[src/rtl/dbgu_pkg.sv]
package dbgu_pkg;
   localparam int unsigned CMD_WR_BIT   = 7;
   localparam int unsigned CMD_BYTE_BIT = 6;
   localparam int unsigned CMD_ADDR_W   = 6;

   typedef enum logic [2:0] {
      RX_LEARN,
      RX_IDLE,
      RX_START,
      RX_DATA,
      RX_STOP
   } rx_state_t;

   typedef enum logic [3:0] {
      C_CMD,
      C_WLO,
      C_WHI,
      C_RD,
      C_RCAP,
      C_SLO,
      C_WTLO,
      C_SHI,
      C_WTHI
   } ctl_state_t;
endpackage

[src/rtl/dbgu_sync.sv]
module dbgu_sync #(
   parameter int   STAGES  = 2,
   parameter logic RST_VAL = 1'b1
) (
   input  logic clk,
   input  logic rst,
   input  logic d,
   output logic q
);
   generate
      if (STAGES < 2) begin : g_bad_stages
         $error("dbgu_sync: STAGES must be at least 2");
      end
   endgenerate

   logic [STAGES-1:0] chain;

   always_ff @(posedge clk or posedge rst) begin
      if (rst) chain <= {STAGES{RST_VAL}};
      else     chain <= {chain[STAGES-2:0], d};
   end

   assign q = chain[STAGES-1];
endmodule

[src/rtl/dbgu_rx.sv]
module dbgu_rx
   import dbgu_pkg::*;
#(
   parameter int CNT_W     = 12,
   parameter bit AUTO_SYNC = 1'b1,
   parameter int FIXED_DIV = 4
) (
   input  logic             clk,
   input  logic             rst,
   input  logic             rxd,
   output logic             synced,
   output logic [CNT_W-1:0] div,
   output logic             byte_vld,
   output logic [7:0]       byte_data,
   output logic             frm_err
);
   localparam int MW = CNT_W + 3;
   localparam logic [MW-1:0] MEAS_MAX = '1;

   rx_state_t        st;
   logic             rxd_q;
   logic             lrn_act;
   logic [MW-1:0]    lrn_cnt;
   logic [MW:0]      rounded;
   logic [CNT_W:0]   period;
   logic             period_ok;
   logic [CNT_W-1:0] div_new;
   logic [CNT_W-1:0] bit_cnt;
   logic [2:0]       idx;
   logic [7:0]       shreg;
   logic             fall, rise;

   assign fall = rxd_q & ~rxd;
   assign rise = ~rxd_q & rxd;

   always_comb begin
      rounded   = {1'b0, lrn_cnt} + (MW+1)'(4);
      period    = rounded[MW:3];
      period_ok = (period >= (CNT_W+1)'(2));
   end

   generate
      if (AUTO_SYNC) begin : g_learned
         assign div_new = period[CNT_W] ? '1 : CNT_W'(period - (CNT_W+1)'(1));
      end else begin : g_fixed
         assign div_new = CNT_W'(FIXED_DIV);
      end
   endgenerate

   always_ff @(posedge clk or posedge rst) begin
      if (rst) begin
         st       <= RX_LEARN;
         rxd_q    <= 1'b1;
         lrn_act  <= 1'b0;
         lrn_cnt  <= '0;
         div      <= CNT_W'(FIXED_DIV);
         bit_cnt  <= '0;
         idx      <= '0;
         shreg    <= '0;
         byte_vld <= 1'b0;
         frm_err  <= 1'b0;
      end else begin
         rxd_q    <= rxd;
         byte_vld <= 1'b0;
         frm_err  <= 1'b0;
         case (st)
            RX_LEARN: begin
               if (!lrn_act) begin
                  if (fall) begin
                     lrn_act <= 1'b1;
                     lrn_cnt <= MW'(1);
                  end
               end else if (rise) begin
                  lrn_act <= 1'b0;
                  if (period_ok) begin
                     div <= div_new;
                     st  <= RX_IDLE;
                  end
               end else if (lrn_cnt != MEAS_MAX) begin
                  lrn_cnt <= lrn_cnt + MW'(1);
               end
            end
            RX_IDLE: begin
               if (fall) begin
                  st      <= RX_START;
                  bit_cnt <= '0;
               end
            end
            RX_START: begin
               if (bit_cnt == (div >> 1)) begin
                  bit_cnt <= '0;
                  idx     <= '0;
                  st      <= rxd ? RX_IDLE : RX_DATA;
               end else begin
                  bit_cnt <= bit_cnt + CNT_W'(1);
               end
            end
            RX_DATA: begin
               if (bit_cnt == div) begin
                  bit_cnt <= '0;
                  shreg   <= {rxd, shreg[7:1]};
                  if (idx == 3'd7) st <= RX_STOP;
                  else             idx <= idx + 3'd1;
               end else begin
                  bit_cnt <= bit_cnt + CNT_W'(1);
               end
            end
            RX_STOP: begin
               if (bit_cnt == div) begin
                  bit_cnt <= '0;
                  if (rxd) byte_vld <= 1'b1;
                  else     frm_err  <= 1'b1;
                  st <= RX_IDLE;
               end else begin
                  bit_cnt <= bit_cnt + CNT_W'(1);
               end
            end
            default: st <= RX_LEARN;
         endcase
      end
   end

   assign synced    = (st != RX_LEARN);
   assign byte_data = shreg;

   assert_quiet_unsynced_R3: assert property (@(posedge clk) disable iff (rst)
      !synced |-> (!byte_vld && !frm_err));

   assert_vld_ferr_excl_R8: assert property (@(posedge clk) disable iff (rst)
      !(byte_vld && frm_err));

   assert_div_stable_R2: assert property (@(posedge clk) disable iff (rst)
      (synced && $past(synced)) |-> $stable(div));
endmodule

[src/rtl/dbgu_tx.sv]
module dbgu_tx #(
   parameter int CNT_W = 12
) (
   input  logic             clk,
   input  logic             rst,
   input  logic [CNT_W-1:0] div,
   input  logic             go,
   input  logic [7:0]       data,
   output logic             ser_out,
   output logic             busy,
   output logic             done
);
   logic [9:0]       sh;
   logic [CNT_W-1:0] bit_cnt;
   logic [3:0]       idx;

   always_ff @(posedge clk or posedge rst) begin
      if (rst) begin
         sh      <= '1;
         bit_cnt <= '0;
         idx     <= '0;
         ser_out <= 1'b1;
         busy    <= 1'b0;
         done    <= 1'b0;
      end else begin
         done <= 1'b0;
         if (!busy) begin
            if (go) begin
               sh      <= {1'b1, data, 1'b0};
               ser_out <= 1'b0;
               bit_cnt <= '0;
               idx     <= '0;
               busy    <= 1'b1;
            end
         end else if (bit_cnt == div) begin
            bit_cnt <= '0;
            if (idx == 4'd9) begin
               busy    <= 1'b0;
               done    <= 1'b1;
               ser_out <= 1'b1;
            end else begin
               idx     <= idx + 4'd1;
               sh      <= {1'b1, sh[9:1]};
               ser_out <= sh[1];
            end
         end else begin
            bit_cnt <= bit_cnt + CNT_W'(1);
         end
      end
   end

   assert_idle_high_R6: assert property (@(posedge clk) disable iff (rst)
      !busy |-> ser_out);

   assert_go_when_idle_R6: assert property (@(posedge clk) disable iff (rst)
      go |-> !busy);
endmodule

[src/rtl/dbgu_ctrl.sv]
module dbgu_ctrl
   import dbgu_pkg::*;
#(
   parameter int ADDR_W = 6,
   parameter int DATA_W = 16,
   localparam int LANES = DATA_W / 8
) (
   input  logic              clk,
   input  logic              rst,
   input  logic              synced,
   input  logic              byte_vld,
   input  logic [7:0]        byte_data,
   input  logic              frm_err,
   input  logic              tx_busy,
   input  logic              tx_done,
   output logic              tx_go,
   output logic [7:0]        tx_data,
   input  logic [DATA_W-1:0] reg_rdata,
   output logic [ADDR_W-1:0] reg_addr,
   output logic [DATA_W-1:0] reg_wdata,
   output logic [LANES-1:0]  reg_be,
   output logic              reg_byte,
   output logic              reg_wr,
   output logic              reg_rd
);
   ctl_state_t  st;
   logic [7:0]  lo_q;
   logic [15:0] rbuf;

   always_ff @(posedge clk or posedge rst) begin
      if (rst) begin
         st        <= C_CMD;
         lo_q      <= '0;
         rbuf      <= '0;
         tx_go     <= 1'b0;
         tx_data   <= '0;
         reg_addr  <= '0;
         reg_wdata <= '0;
         reg_be    <= '0;
         reg_byte  <= 1'b0;
         reg_wr    <= 1'b0;
         reg_rd    <= 1'b0;
      end else begin
         reg_wr <= 1'b0;
         reg_rd <= 1'b0;
         tx_go  <= 1'b0;
         if (!synced) begin
            st <= C_CMD;
         end else begin
            case (st)
               C_CMD: begin
                  if (byte_vld) begin
                     reg_addr <= ADDR_W'(byte_data[CMD_ADDR_W-1:0]);
                     reg_byte <= byte_data[CMD_BYTE_BIT];
                     st       <= byte_data[CMD_WR_BIT] ? C_WLO : C_RD;
                  end
               end
               C_WLO: begin
                  if (frm_err) begin
                     st <= C_CMD;
                  end else if (byte_vld) begin
                     lo_q <= byte_data;
                     if (reg_byte) begin
                        reg_wdata <= {8'h00, byte_data};
                        reg_be    <= 2'b01;
                        reg_wr    <= 1'b1;
                        st        <= C_CMD;
                     end else begin
                        st <= C_WHI;
                     end
                  end
               end
               C_WHI: begin
                  if (frm_err) begin
                     st <= C_CMD;
                  end else if (byte_vld) begin
                     reg_wdata <= {byte_data, lo_q};
                     reg_be    <= 2'b11;
                     reg_wr    <= 1'b1;
                     st        <= C_CMD;
                  end
               end
               C_RD: begin
                  reg_rd <= 1'b1;
                  st     <= C_RCAP;
               end
               C_RCAP: begin
                  rbuf <= reg_byte ? {8'h00, reg_rdata[7:0]} : reg_rdata;
                  st   <= C_SLO;
               end
               C_SLO: begin
                  if (!tx_busy) begin
                     tx_go   <= 1'b1;
                     tx_data <= rbuf[7:0];
                     st      <= C_WTLO;
                  end
               end
               C_WTLO: begin
                  if (tx_done) st <= reg_byte ? C_CMD : C_SHI;
               end
               C_SHI: begin
                  if (!tx_busy) begin
                     tx_go   <= 1'b1;
                     tx_data <= rbuf[15:8];
                     st      <= C_WTHI;
                  end
               end
               C_WTHI: begin
                  if (tx_done) st <= C_CMD;
               end
               default: st <= C_CMD;
            endcase
         end
      end
   end

   assert_wr_rd_excl_R10: assert property (@(posedge clk) disable iff (rst)
      !(reg_wr && reg_rd));

   assert_wr_pulse_R10: assert property (@(posedge clk) disable iff (rst)
      reg_wr |=> !reg_wr);

   assert_rd_pulse_R10: assert property (@(posedge clk) disable iff (rst)
      reg_rd |=> !reg_rd);

   assert_byte_lane_R5: assert property (@(posedge clk) disable iff (rst)
      (reg_wr && reg_byte) |-> (reg_be == 2'b01 && reg_wdata[15:8] == 8'h00));

   assert_word_lane_R4: assert property (@(posedge clk) disable iff (rst)
      (reg_wr && !reg_byte) |-> (reg_be == 2'b11));
endmodule

[src/rtl/dbgu_bridge.sv]
module dbgu_bridge #(
   parameter int ADDR_W      = 6,
   parameter int DATA_W      = 16,
   parameter int CNT_W       = 12,
   parameter int SYNC_STAGES = 2,
   parameter bit AUTO_SYNC   = 1'b1,
   parameter int FIXED_DIV   = 4
) (
   input  logic                clk,
   input  logic                rst,
   input  logic                ser_in,
   output logic                ser_out,
   output logic [ADDR_W-1:0]   reg_addr,
   output logic [DATA_W-1:0]   reg_wdata,
   output logic [DATA_W/8-1:0] reg_be,
   output logic                reg_byte,
   output logic                reg_wr,
   output logic                reg_rd,
   input  logic [DATA_W-1:0]   reg_rdata
);
   generate
      if (ADDR_W < 1 || ADDR_W > 6) begin : g_bad_addr
         $error("dbgu_bridge: ADDR_W must be 1..6");
      end
      if (DATA_W != 16) begin : g_bad_data
         $error("dbgu_bridge: DATA_W must be 16");
      end
      if (CNT_W < 4) begin : g_bad_cnt
         $error("dbgu_bridge: CNT_W must be at least 4");
      end
      if (FIXED_DIV < 1 || FIXED_DIV >= (1 << CNT_W)) begin : g_bad_div
         $error("dbgu_bridge: FIXED_DIV out of range");
      end
   endgenerate

   logic             rxd_s;
   logic             synced;
   logic [CNT_W-1:0] div;
   logic             byte_vld;
   logic [7:0]       byte_data;
   logic             frm_err;
   logic             tx_go, tx_busy, tx_done;
   logic [7:0]       tx_data;

   dbgu_sync #(.STAGES(SYNC_STAGES), .RST_VAL(1'b1)) u_sync (
      .clk(clk), .rst(rst), .d(ser_in), .q(rxd_s)
   );

   dbgu_rx #(.CNT_W(CNT_W), .AUTO_SYNC(AUTO_SYNC), .FIXED_DIV(FIXED_DIV)) u_rx (
      .clk(clk), .rst(rst), .rxd(rxd_s), .synced(synced), .div(div),
      .byte_vld(byte_vld), .byte_data(byte_data), .frm_err(frm_err)
   );

   dbgu_tx #(.CNT_W(CNT_W)) u_tx (
      .clk(clk), .rst(rst), .div(div), .go(tx_go), .data(tx_data),
      .ser_out(ser_out), .busy(tx_busy), .done(tx_done)
   );

   dbgu_ctrl #(.ADDR_W(ADDR_W), .DATA_W(DATA_W)) u_ctrl (
      .clk(clk), .rst(rst), .synced(synced), .byte_vld(byte_vld),
      .byte_data(byte_data), .frm_err(frm_err), .tx_busy(tx_busy),
      .tx_done(tx_done), .tx_go(tx_go), .tx_data(tx_data),
      .reg_rdata(reg_rdata), .reg_addr(reg_addr), .reg_wdata(reg_wdata),
      .reg_be(reg_be), .reg_byte(reg_byte), .reg_wr(reg_wr), .reg_rd(reg_rd)
   );

   assert_strobe_needs_sync_R3: assert property (@(posedge clk) disable iff (rst)
      (reg_wr || reg_rd) |-> synced);
endmodule

[config.mk]
export PLATFORM = sky130hd
export DESIGN_NAME = dbgu_bridge
export DESIGN_NICKNAME = d
export VERILOG_FILES = /design/src/rtl/dbgu_pkg.sv /design/src/rtl/dbgu_sync.sv /design/src/rtl/dbgu_rx.sv /design/src/rtl/dbgu_tx.sv /design/src/rtl/dbgu_ctrl.sv /design/src/rtl/dbgu_bridge.sv
export SDC_FILE = /design/constraint.sdc
export NUM_CORES = 1
export LEC_CHECK = 0
export BUFFER_PORTS_ARGS = -buffer_cell sky130_fd_sc_hd__buf_4
export CORE_MARGIN = 5
export CORE_UTILIZATION = 45
export CTS_CLUSTER_SIZE = 12
export DETAILED_ROUTE_END_ITERATION = 8
export HOLD_SLACK_MARGIN = 0.15
export PLACE_DENSITY = 0.61
export SLEW_MARGIN = 20
export SYNTH_ARGS = -nofsm -noshare
export SYNTH_HDL_FRONTEND = slang
export SYNTH_HIERARCHICAL = 1
export SYNTH_SLANG_ARGS = --single-unit
[constraint.sdc]
create_clock -name clk -period 2.4 [get_ports clk]
set_input_delay 0.12 -clock clk [delete_from_list [all_inputs] [get_ports clk]]
set_output_delay 0.12 -clock clk [all_outputs]
set_load 0.1 [all_outputs]
Word level (Yosys, flattened, before mapping)
Index checks and enable logic that the tools add are counted.
{ "word_totals": {"regBits": 152, "latch_bits": 0, "mem_bits_rw": 0, "romBits": 0, "inputBits": 19, "out_inout_bits": 28, "wordCells": 207, "mem_count": 0} }
{ "op_classes": {"addsub": 7, "n_mul": 0, "div_mod_pow": 0, "magnitude_cmp": 1, "n_eq_ne": 45, "shifts": 0, "n_mux": 96, "bitwise": 5, "reduce_logical": 25} }
{ "op_table": {"columns": ["cell", "n"], "rows": [
  ["16-bit 2-to-1 mux", 6],
  ["12-bit 2-to-1 mux", 7],
  ["15-bit 2-to-1 mux", 4],
  ["4-bit 2-to-1 mux", 14],
  ["10-bit 2-to-1 mux", 4],
  ["3-bit 2-to-1 mux", 12],
  ["12-bit case mux with 3 select lines", 1],
  ["4-bit case mux with 9 select lines", 1],
  ["16-bit case mux with 2 select lines", 1],
  ["1-bit 2-to-1 mux", 31],
  ["12-bit by 1-bit adder with 12-bit output, second input constant", 2],
  ["12-bit == test", 2],
  ["2-bit != test, second input constant", 11],
  ["4-bit AND reduction", 5],
  ["2-bit by 1-bit != test with 1-bit output, second input constant", 9],
  ["15-bit by 3-bit adder with 16-bit output, second input constant", 1],
  ["4-bit by 3-bit == test with 1-bit output, second input constant", 4],
  ["2-bit 2-to-1 mux", 8],
  ["8-bit 2-to-1 mux", 2],
  ["8-bit case mux with 2 select lines", 1],
  ["15-bit by 1-bit adder with 15-bit output, second input constant", 1],
  ["15-bit != test, second input constant", 1],
  ["3-bit != test, second input constant", 5],
  ["3-bit case mux with 5 select lines", 1],
  ["other kinds (26)", 45]
]} }

Longest topological paths before layout
Gate-level depths: netlist of run 1.
{ "depth": {"ltp_word": 6, "ltp_mapped": 11, "ltp_nobuf": 9} }

Modules after synthesis
Netlist of run 1, hierarchy kept.
{ "by_module_without_submodules": {"columns": ["module", "n_inst", "cells_per_inst", "area_per_inst_um2", "seq_area_each_um2"], "rows": [
  ["dbgu_rx", 1, 382, 3657.3, 1428.9],
  ["dbgu_ctrl", 1, 243, 2812.7, 1601.5],
  ["dbgu_tx", 1, 155, 1537.7, 686.9],
  ["dbgu_sync", 1, 3, 56.3, 52.6]
]} }

Least setup slack after synthesis of run 1
OpenSTA, ideal clock, no wires.
{ "synth_timing": {"kind": "reg2reg", "from": "register u_rx.lrn_cnt[2]", "to": "register u_rx.div[10]", "setup_ns": 0.125, "arrival_ns": 2.318, "required_time_ns": 2.275, "setup_slack_ns": -0.043, "stages_incl_launch_ff": 10, "n_path_buf": 2, "period_less_slack_ns": 2.443, "cell_sequence": "dfrtp_1 -> ha_1 -> buf_2 -> nand3_4 -> mux2_2 -> mux2i_1 -> and4bb_1 -> a31oi_2 -> buf_6 -> mux2_4"} }
{ "synth_via": {"elab_chain_len": 3, "word_cells_on_any_way": 5, "classes_between": "add/sub (2); order compare (1); mux (1); reduce/logical (1)"} }
{ "synth_rtl": {"columns": ["element", "line_no", "text"], "rows": [
  ["from (decl)", "dbgu_rx.sv:23", "logic [MW-1:0] lrn_cnt;"],
  ["from (signal assigned)", "dbgu_rx.sv:80", "lrn_cnt <= lrn_cnt + MW'(1);"],
  ["15-bit by 3-bit adder with 16-bit output *", "dbgu_rx.sv:37", "rounded = {1'b0, lrn_cnt} + (MW+1)'(4);"],
  ["13-bit by 2-bit greater-or-equal comparator with 1-bit output or 12-bit by 1-bit subtractor with 12-bit output (tied branches)", "dbgu_rx.sv:39, dbgu_rx.sv:44", null],
  ["4-bit AND reduction (no source line) or 12-bit 2-to-1 mux (tied branches)", null, null],
  ["to (signal assigned)", "dbgu_rx.sv:56", "div <= CNT_W'(FIXED_DIV);"],
  ["to (signal assigned)", "dbgu_rx.sv:76", "div <= div_new;"],
  ["to (decl)", "dbgu_rx.sv:12", "output logic [CNT_W-1:0] div,"]
]} }
Mark *: on every way between the ends. The rest lies on a longest branch, timed or not.
A chain may end at the register's enable or synchronous reset.

Worst setup path after layout of run 1
{ "layout_timing": {"from": "register u_rx.lrn_cnt[3]", "to": "register u_rx.div[8]"} }
The elaborated chain is that of the path after synthesis.

==> results of run 1 <==
state kept, by name, indices dropped and copies added (netlist names), 2 cells and up:
register          flops
u_ctrl/rbuf          16
u_ctrl/st             4
u_ctrl/reg_be         2
u_ctrl/lo_q           8
u_ctrl/tx_data        8
u_sync/chain          2
u_tx/sh               8
u_rx/byte_data        8
u_ctrl/reg_wdata     16
u_rx/st               3
u_rx/div             12
u_tx/idx              4
u_rx/idx              3
u_ctrl/reg_addr       6
u_rx/lrn_cnt         15
u_rx/bit_cnt         12
u_tx/bit_cnt         12
routing by layer:
layer / routed length [µm] / part of all wire [%] / up-vias
li1: - / - / 2917
met1: 8380 / 47 / 2968
met2: 8820 / 49 / 95
met3: 476 / 2.7 / 24
met4: 260 / 1.5 / 0
met5: 0 / 0 / -
cells in the mapped netlist, drive strengths merged, types with 3 or more instances:
library cell / instances / area [µm²]
buf: 27 / 188
a22o: 4 / 35.0
nand3b: 5 / 37.5
ha: 10 / 125
nor3: 18 / 101
or2: 12 / 75.1
mux2i: 22 / 220
mux2: 46 / 537
a31o: 3 / 26.3
a31oi: 15 / 100
and3: 15 / 93.8
nand4: 16 / 113
a21oi: 38 / 194
nor3b: 3 / 22.5
xnor2: 18 / 158
clkbuf: 20 / 75.1
o22ai: 5 / 31.3
o211ai: 3 / 22.5
nand3: 30 / 180
dfrtp: 137 / 3430
nor2: 77 / 304
nor2b: 5 / 31.3
nand2b: 14 / 103
nor4: 14 / 125
dfstp: 13 / 342
nand4b: 3 / 32.5
o221a: 7 / 78.8
or3: 4 / 25.0
xor2: 52 / 455
nand2: 49 / 186
o21ai: 41 / 209
inv: 28 / 105
per-stage QoR:
stage               total power [mW]  hold WS, ps  setup TNS, ps  worst slack (ps)  utilization, %
global placement                6.08          201              0              95.4            49.3
finish                          8.85          314              0              63.3            54.3
CTS                             8.79          305              0              28.6            53.5
global route                    9.42          327           -109             -35.7            54.3
floorplan                       5.40         31.5              0              6.45               -
detailed placement              6.18          205              0              46.0            49.3
power groups by stage:
stage / registers, mW / logic (mW) / clock network (mW)
final: 3.39 / 2.94 / 2.52
after global routing: 3.45 / 3.25 / 2.72
after CTS: 3.38 / 2.81 / 2.59
after detailed placement: 3.43 / 2.76 / 0
after global placement: 3.40 / 2.67 / 0
after floorplan: 3.28 / 2.13 / 0
what timing repair did:
item / in CTS / in global routing
buffers inserted: 0 / 4
cloned: 0 / 1
endpoints found under the hold margin: 85 / 0
hold buffers: 18 / 0
pin swaps: 0 / 4
resized for setup: 1 / 12
endpoints found under the setup margin: 1 / 15
cell usage in the layout, fill, tap and decap left out, types with 7 or more instances in the layout:
cell type / netlist / final
nand3_1: 27 / 27
nor4_2: 6 / 8
dlygate4sd3_1: 0 / 18
or2_2: 11 / 11
ha_1: 10 / 9
buf_4: 6 / 86
and3_1: 15 / 15
o21ai_0: 36 / 36
xor2_1: 52 / 52
dfrtp_1: 137 / 135
o221a_2: 7 / 7
nor3_1: 17 / 17
a31oi_1: 14 / 14
inv_1: 28 / 26
mux2_2: 41 / 40
nand2b_1: 12 / 12
dfstp_2: 13 / 13
xnor2_1: 18 / 18
nand4_1: 14 / 14
a21oi_1: 37 / 36
nor2_1: 73 / 73
clkbuf_16: 0 / 18
nand2_1: 48 / 48
mux2i_1: 22 / 21
final cells by class:
type	instances	area [µm²]	share of cell area, %
clock buffer	17	425	4.41
clock inverter	15	135	1.40
inverter	28	105	1.09
multi-input combinational	558	4020	41.6
sequential	150	3770	39.1
tap	229	287	2.97
timing repair buffer	108	911	9.43
worst paths after layout:
path                                        startpoint                               to  slack [ps]  depth (start not counted)
max                        u_rx/lrn_cnt[3]$_DFFE_PP0P_          u_rx/div[8]$_DFFE_PP0P_          60                          8
min                                                rst  u_ctrl/reg_wdata[3]$_DFFE_PP0P_         310                          3
max reg2reg                u_rx/lrn_cnt[3]$_DFFE_PP0P_          u_rx/div[8]$_DFFE_PP0P_          60                          8
min reg2reg                  u_sync/chain[0]$_DFF_PP1_        u_sync/chain[1]$_DFF_PP1_         360                          0
max in group asynchronous                          rst           u_tx/sh[1]$_DFFE_PP1P_        1250                          4
min in group clk                                ser_in        u_sync/chain[0]$_DFF_PP1_         350                          2
worst max-delay path, cell delays in order, from the launching register on:
cell and delay (ps):
dfrtp_1 420, ha_4 200, or3_1 360, a21oi_4 200
o2111ai_4 210, nor4_2 260, nand3b_1 150, o21ai_0 130
mux2_4 290
kinds of logic (layout without fill, tap and decap cells):
kind of cell	Yosys count	in the layout	share of synthesized area, %
AOI/OAI and AO/OA	135	135	11.3
xor gates and xnor gates	70	70	7.60
adders and majority gates	11	11	1.68
buffers and inverters	75	168	4.56
DFF	150	150	46.7
muxes	68	68	9.39
and+or+nand+nor	274	274	18.7
==> flow_summary.toml, run 1 <==
[run_status]
outcome = "complete, no violations"

[logic_synthesis]
ys.warnings.count = 6
syn_nets = 812
ys.flop_type = "dfrtp_1"
post_synth.cell_area_avg_um2 = 10.3
syn_inst = 783
synth_seq_cells = 150
syn_area_um2 = 8060
async_reset_ff_share_pct = 100
synth_edf_count = 0
yosysSeqAreaShare_pct = 46.7
ys_types = 74

[grt]
grt_pass1_vias = 6069
grt.total_usage_pct = 17.9
busiest_layer = "met2"
grt_antenna_before_repair = 0
grt_pass1_wl_mm = 30.0
grt_max_degree = 35
grtUsageMet3_pct = 3.49
groute.layer.met2.usage_pct = 28.8
overflow = 0
grtUsageMet1_pct = 24.7

[sta]
tightest_slew_ps = 794
hold_viol_final = 0
fin_crit_sh_pct = 97.4
fmax_mhz = 428
slew_violations = 0
slew_headroom_pct = 47.0
finalClockSkew_ps = 12.6
setup_viol = 0
layout_min_cycle_time_ps = 2340

[cells_and_area]
final_layout_size_suffix_gt1_share_pct = 27.4
nNetsFinal = 892
area_delta_synth_final_pct = 19.7
antenna_cells = 0
layout.cells.non_filler = 1105
final.fill_count = 1549
final_area_um2 = 9660

[worst_setup_path]
path_max_fanout = 7
endpoint_kind = "flip-flop"
path_class = "reg2reg"
worstPathRequired_ps = 2710
cp-start-kind = "flip-flop"
cp.arrival_ps = 2650

[power_and_ir_drop]
p_clk_share_pct = 28.5
p_int_mw = 5.64
p_comb_share_pct = 33.2
p_sw_share_pct = 36.3
p_seq_share_pct = 38.3
pwr_density_cell_nw_per_um2 = 917
switchingPower_mw = 3.21
vdd_drop_max_mv = 0.546
p_leak_nw = 4.54

[clock_tree]
clock_sinks = 150
cts_root_buffer = "clkbuf_16"
cts_max_path_buffers = 2
cts_tree = "yes"
htree_levels = 4
insertion_delay_ps = 430
cts_inserted_buffers = 17
clk_pin_slew_ps = 70

[floorplan]
ios = 47
coreArea_um2 = 17800
die_h_um = 144
die-area_um2 = 20700
fp.dieW_um = 144
row_count = 49
start_util_pct = 45.4

[placement]
dp.cells = 1050
port_buffers = 46
dpl_cell_area_um2 = 8770
hpwl_mm = 12.5
place_congestion = 0.880

[drt]
via_per_inst = 5.43
first_pass_iters = 5
vias = 6004
drcViolationCount = 0
drt_iter0_markers = 301
drt-wirelength-per-cell_um = 16.2
wirelength_mm = 17.9
ant_nets = 0

[job]
drv_cap = 0

[worst_hold_path]
hold_path_class = "in2async"
Power figures use the tool's default switching activity.
==> run 2: changes to the inputs <==
RECOVER_POWER = 100   (was not set)
==> run 2 against run 1 <==
Compared with the run above:
- critical path type unchanged
- clock skew up 1.3 ps
- clock power hardly changed
- combinational power hardly changed
- sequential power hardly changed
- core utilization is 0.71 points lower
- flip-flop and latch count is the same
- wire length rose by 0.26%
==> flow_summary.toml, run 2 (same netlist as run 1, synthesis figures left out) <==
[clock_tree]
cts_max_path_buffers = 2
htree_levels = 4
cts_inserted_buffers = 17
clock_sinks = 150
cts_root_buffer = "clkbuf_16"
clk_pin_slew_ps = 70
insertion_delay_ps = 430
cts_tree = "yes"

[worst_setup_path]
cp-start-kind = "flip-flop"
path_max_fanout = 7
endpoint_kind = "flip-flop"
ff2ff_path_depth = 8
slowest_stage = "dfrtp_1"
path_class = "reg2reg"
reg2reg_slack_ps = 60
crit_chain = "ha_4 > or3_1 > a21oi_4 > o2111ai_4 > nor4_2 > nand3b_1 > o21ai_0 > mux2_4"
cp.arrival_ps = 2650
worstPathRequired_ps = 2710
path_buf_inv = 0
regToRegStartpoint = "u_rx/lrn_cnt[3]$_DFFE_PP0P_"
critPathLaunch = "u_rx/lrn_cnt[3]$_DFFE_PP0P_"
max_stage_delay_ps = 420
crit_family = "simple AND/OR/NAND/NOR gates"
rr_endpoint = "u_rx/div[8]$_DFFE_PP0P_"

[worst_hold_path]
holdPathStages = 2
whs_endpoint = "u_sync/chain[0]$_DFF_PP1_"
hold_path_class = "in2reg"
min_from = "ser_in"

[power_and_ir_drop]
p_comb_share_pct = 33.1
p_clk_share_pct = 28.6
finalPower_mw = 8.83
p_int_mw = 5.63
pwr_density_cell_nw_per_um2 = 927
switchingPower_mw = 3.20
p_sw_share_pct = 36.3
vdd_drop_max_mv = 0.543
p_seq_share_pct = 38.4
p_leak_nw = 4.41

[floorplan]
row_count = 49
start_util_pct = 45.4
fp.dieW_um = 144
coreArea_um2 = 17800
die-area_um2 = 20700
die_h_um = 144
ios = 47

[cells_and_area]
nNetsFinal = 892
layout.cells.non_filler = 1105
multiInputGateArea_um2 = 4010
final_common_cell = "dfrtp_1"
area_delta_synth_final_pct = 18.2
ff_latch_area_um2 = 3770
antenna_cells = 0
top_regs = "u_ctrl/rbuf: 16 flops, u_ctrl/reg_wdata: 16 flops, u_rx/lrn_cnt: 15 flops"
final_cell_mix = "dfrtp_1 (135), nor2_1 (73), xor2_1 (52)"
final_layout_size_suffix_gt1_share_pct = 23.5
final.fill_count = 1582

[sta]
fin_crit_sh_pct = 97.6
finalClockSkew_ps = 13.9
fmax_mhz = 427
setup_ws_ps = 58.8
setup_viol = 0
layout_min_cycle_time_ps = 2340
slew_violations = 0
tns_ps = 0
slew_headroom_pct = 21.5
hold_viol_final = 0
tightest_slew_ps = 1180

[drt]
drt_iter0_markers = 296
first_pass_iters = 5
ant_nets = 0
dr_wl_met2_mm = 8.87
drcViolationCount = 0
highest_layer = "met4"
via_per_inst = 5.42
drt-wirelength-per-cell_um = 16.3
dr_wl_met3_um = 514
wirelength_mm = 18.0
vias = 5989
wl_met1_mm = 8.39

[job]
drv_cap = 0

[grt]
overflow = 0
grt.total_usage_pct = 17.9
grt_pass1_wl_mm = 30.0
grt_max_degree = 35
grt_pass1_vias = 6069
grt_antenna_before_repair = 0

[placement]
port_buffers = 46
dp_slack_ps = 46.0
place_congestion = 0.880
hpwl_mm = 12.5
dp.cells = 1050

[run_status]
outcome = "complete, no violations"
-- run 2: repair_timing --
item,in CTS,in global routing
buffers inserted,0,4
hold endpoints to repair,85,0
pin swaps,0,4
setup endpoints to repair,1,15
cloned,0,1
hold buffers,18,0
resized for setup,1,12
-- run 2: power by group through the flow --
| stage | Sequential [mW] | Clock, mW | Combinational, mW |
|---|---|---|---|
| 2_1_floorplan | 3.28 | 0 | 2.13 |
| 3_3_place_gp | 3.40 | 0 | 2.67 |
| 3_5_place_dp | 3.43 | 0 | 2.76 |
| 4_1_cts | 3.38 | 2.59 | 2.81 |
| 5_1_grt | 3.45 | 2.72 | 3.23 |
| 6_report | 3.39 | 2.52 | 2.92 |
-- run 2: cell type report --
type / count / share of cell area (%)
inverters: 28 / 1.10
multi-input cells: 558 / 42.1
repair buffers: 108 / 8.30
well taps: 229 / 3.01
flip-flops and latches: 150 / 39.6
clock inverters: 15 / 1.42
clock buffers: 17 / 4.46
-- run 2: metrics by stage --
step / utilization [%] / hold WS (ps) / area, µm²
2_1_floorplan: - / 31.5 / 8080
3_3_place_gp: 49.3 / 201 / 8770
3_5_place_dp: 49.3 / 205 / 8770
4_1_cts: 53.5 / 305 / 9520
5_1_grt: 53.6 / 364 / 9530
6_report: 53.6 / 361 / 9530
-- run 2: per-layer routing --
layer / global-route usage (%) / up-vias
li1: - / 2921
met1: 24.7 / 2964
met2: 28.8 / 90
met3: 3.49 / 14
met4: 5.15 / 0
met5: 0 / -
-- run 2: how the worst max path moves through the flow --
stage,to,depth (start not counted)
3_5_place_dp,u_rx/div[10]$_DFFE_PP0P_,8
4_1_cts,u_rx/div[10]$_DFFE_PP0P_,8
3_3_place_gp,u_rx/div[10]$_DFFE_PP0P_,8
5_1_grt,u_rx/div[10]$_DFFE_PP0P_,8
2_1_floorplan,u_rx/div[10]$_DFFE_PP0P_,9
6_report,u_rx/div[8]$_DFFE_PP0P_,8
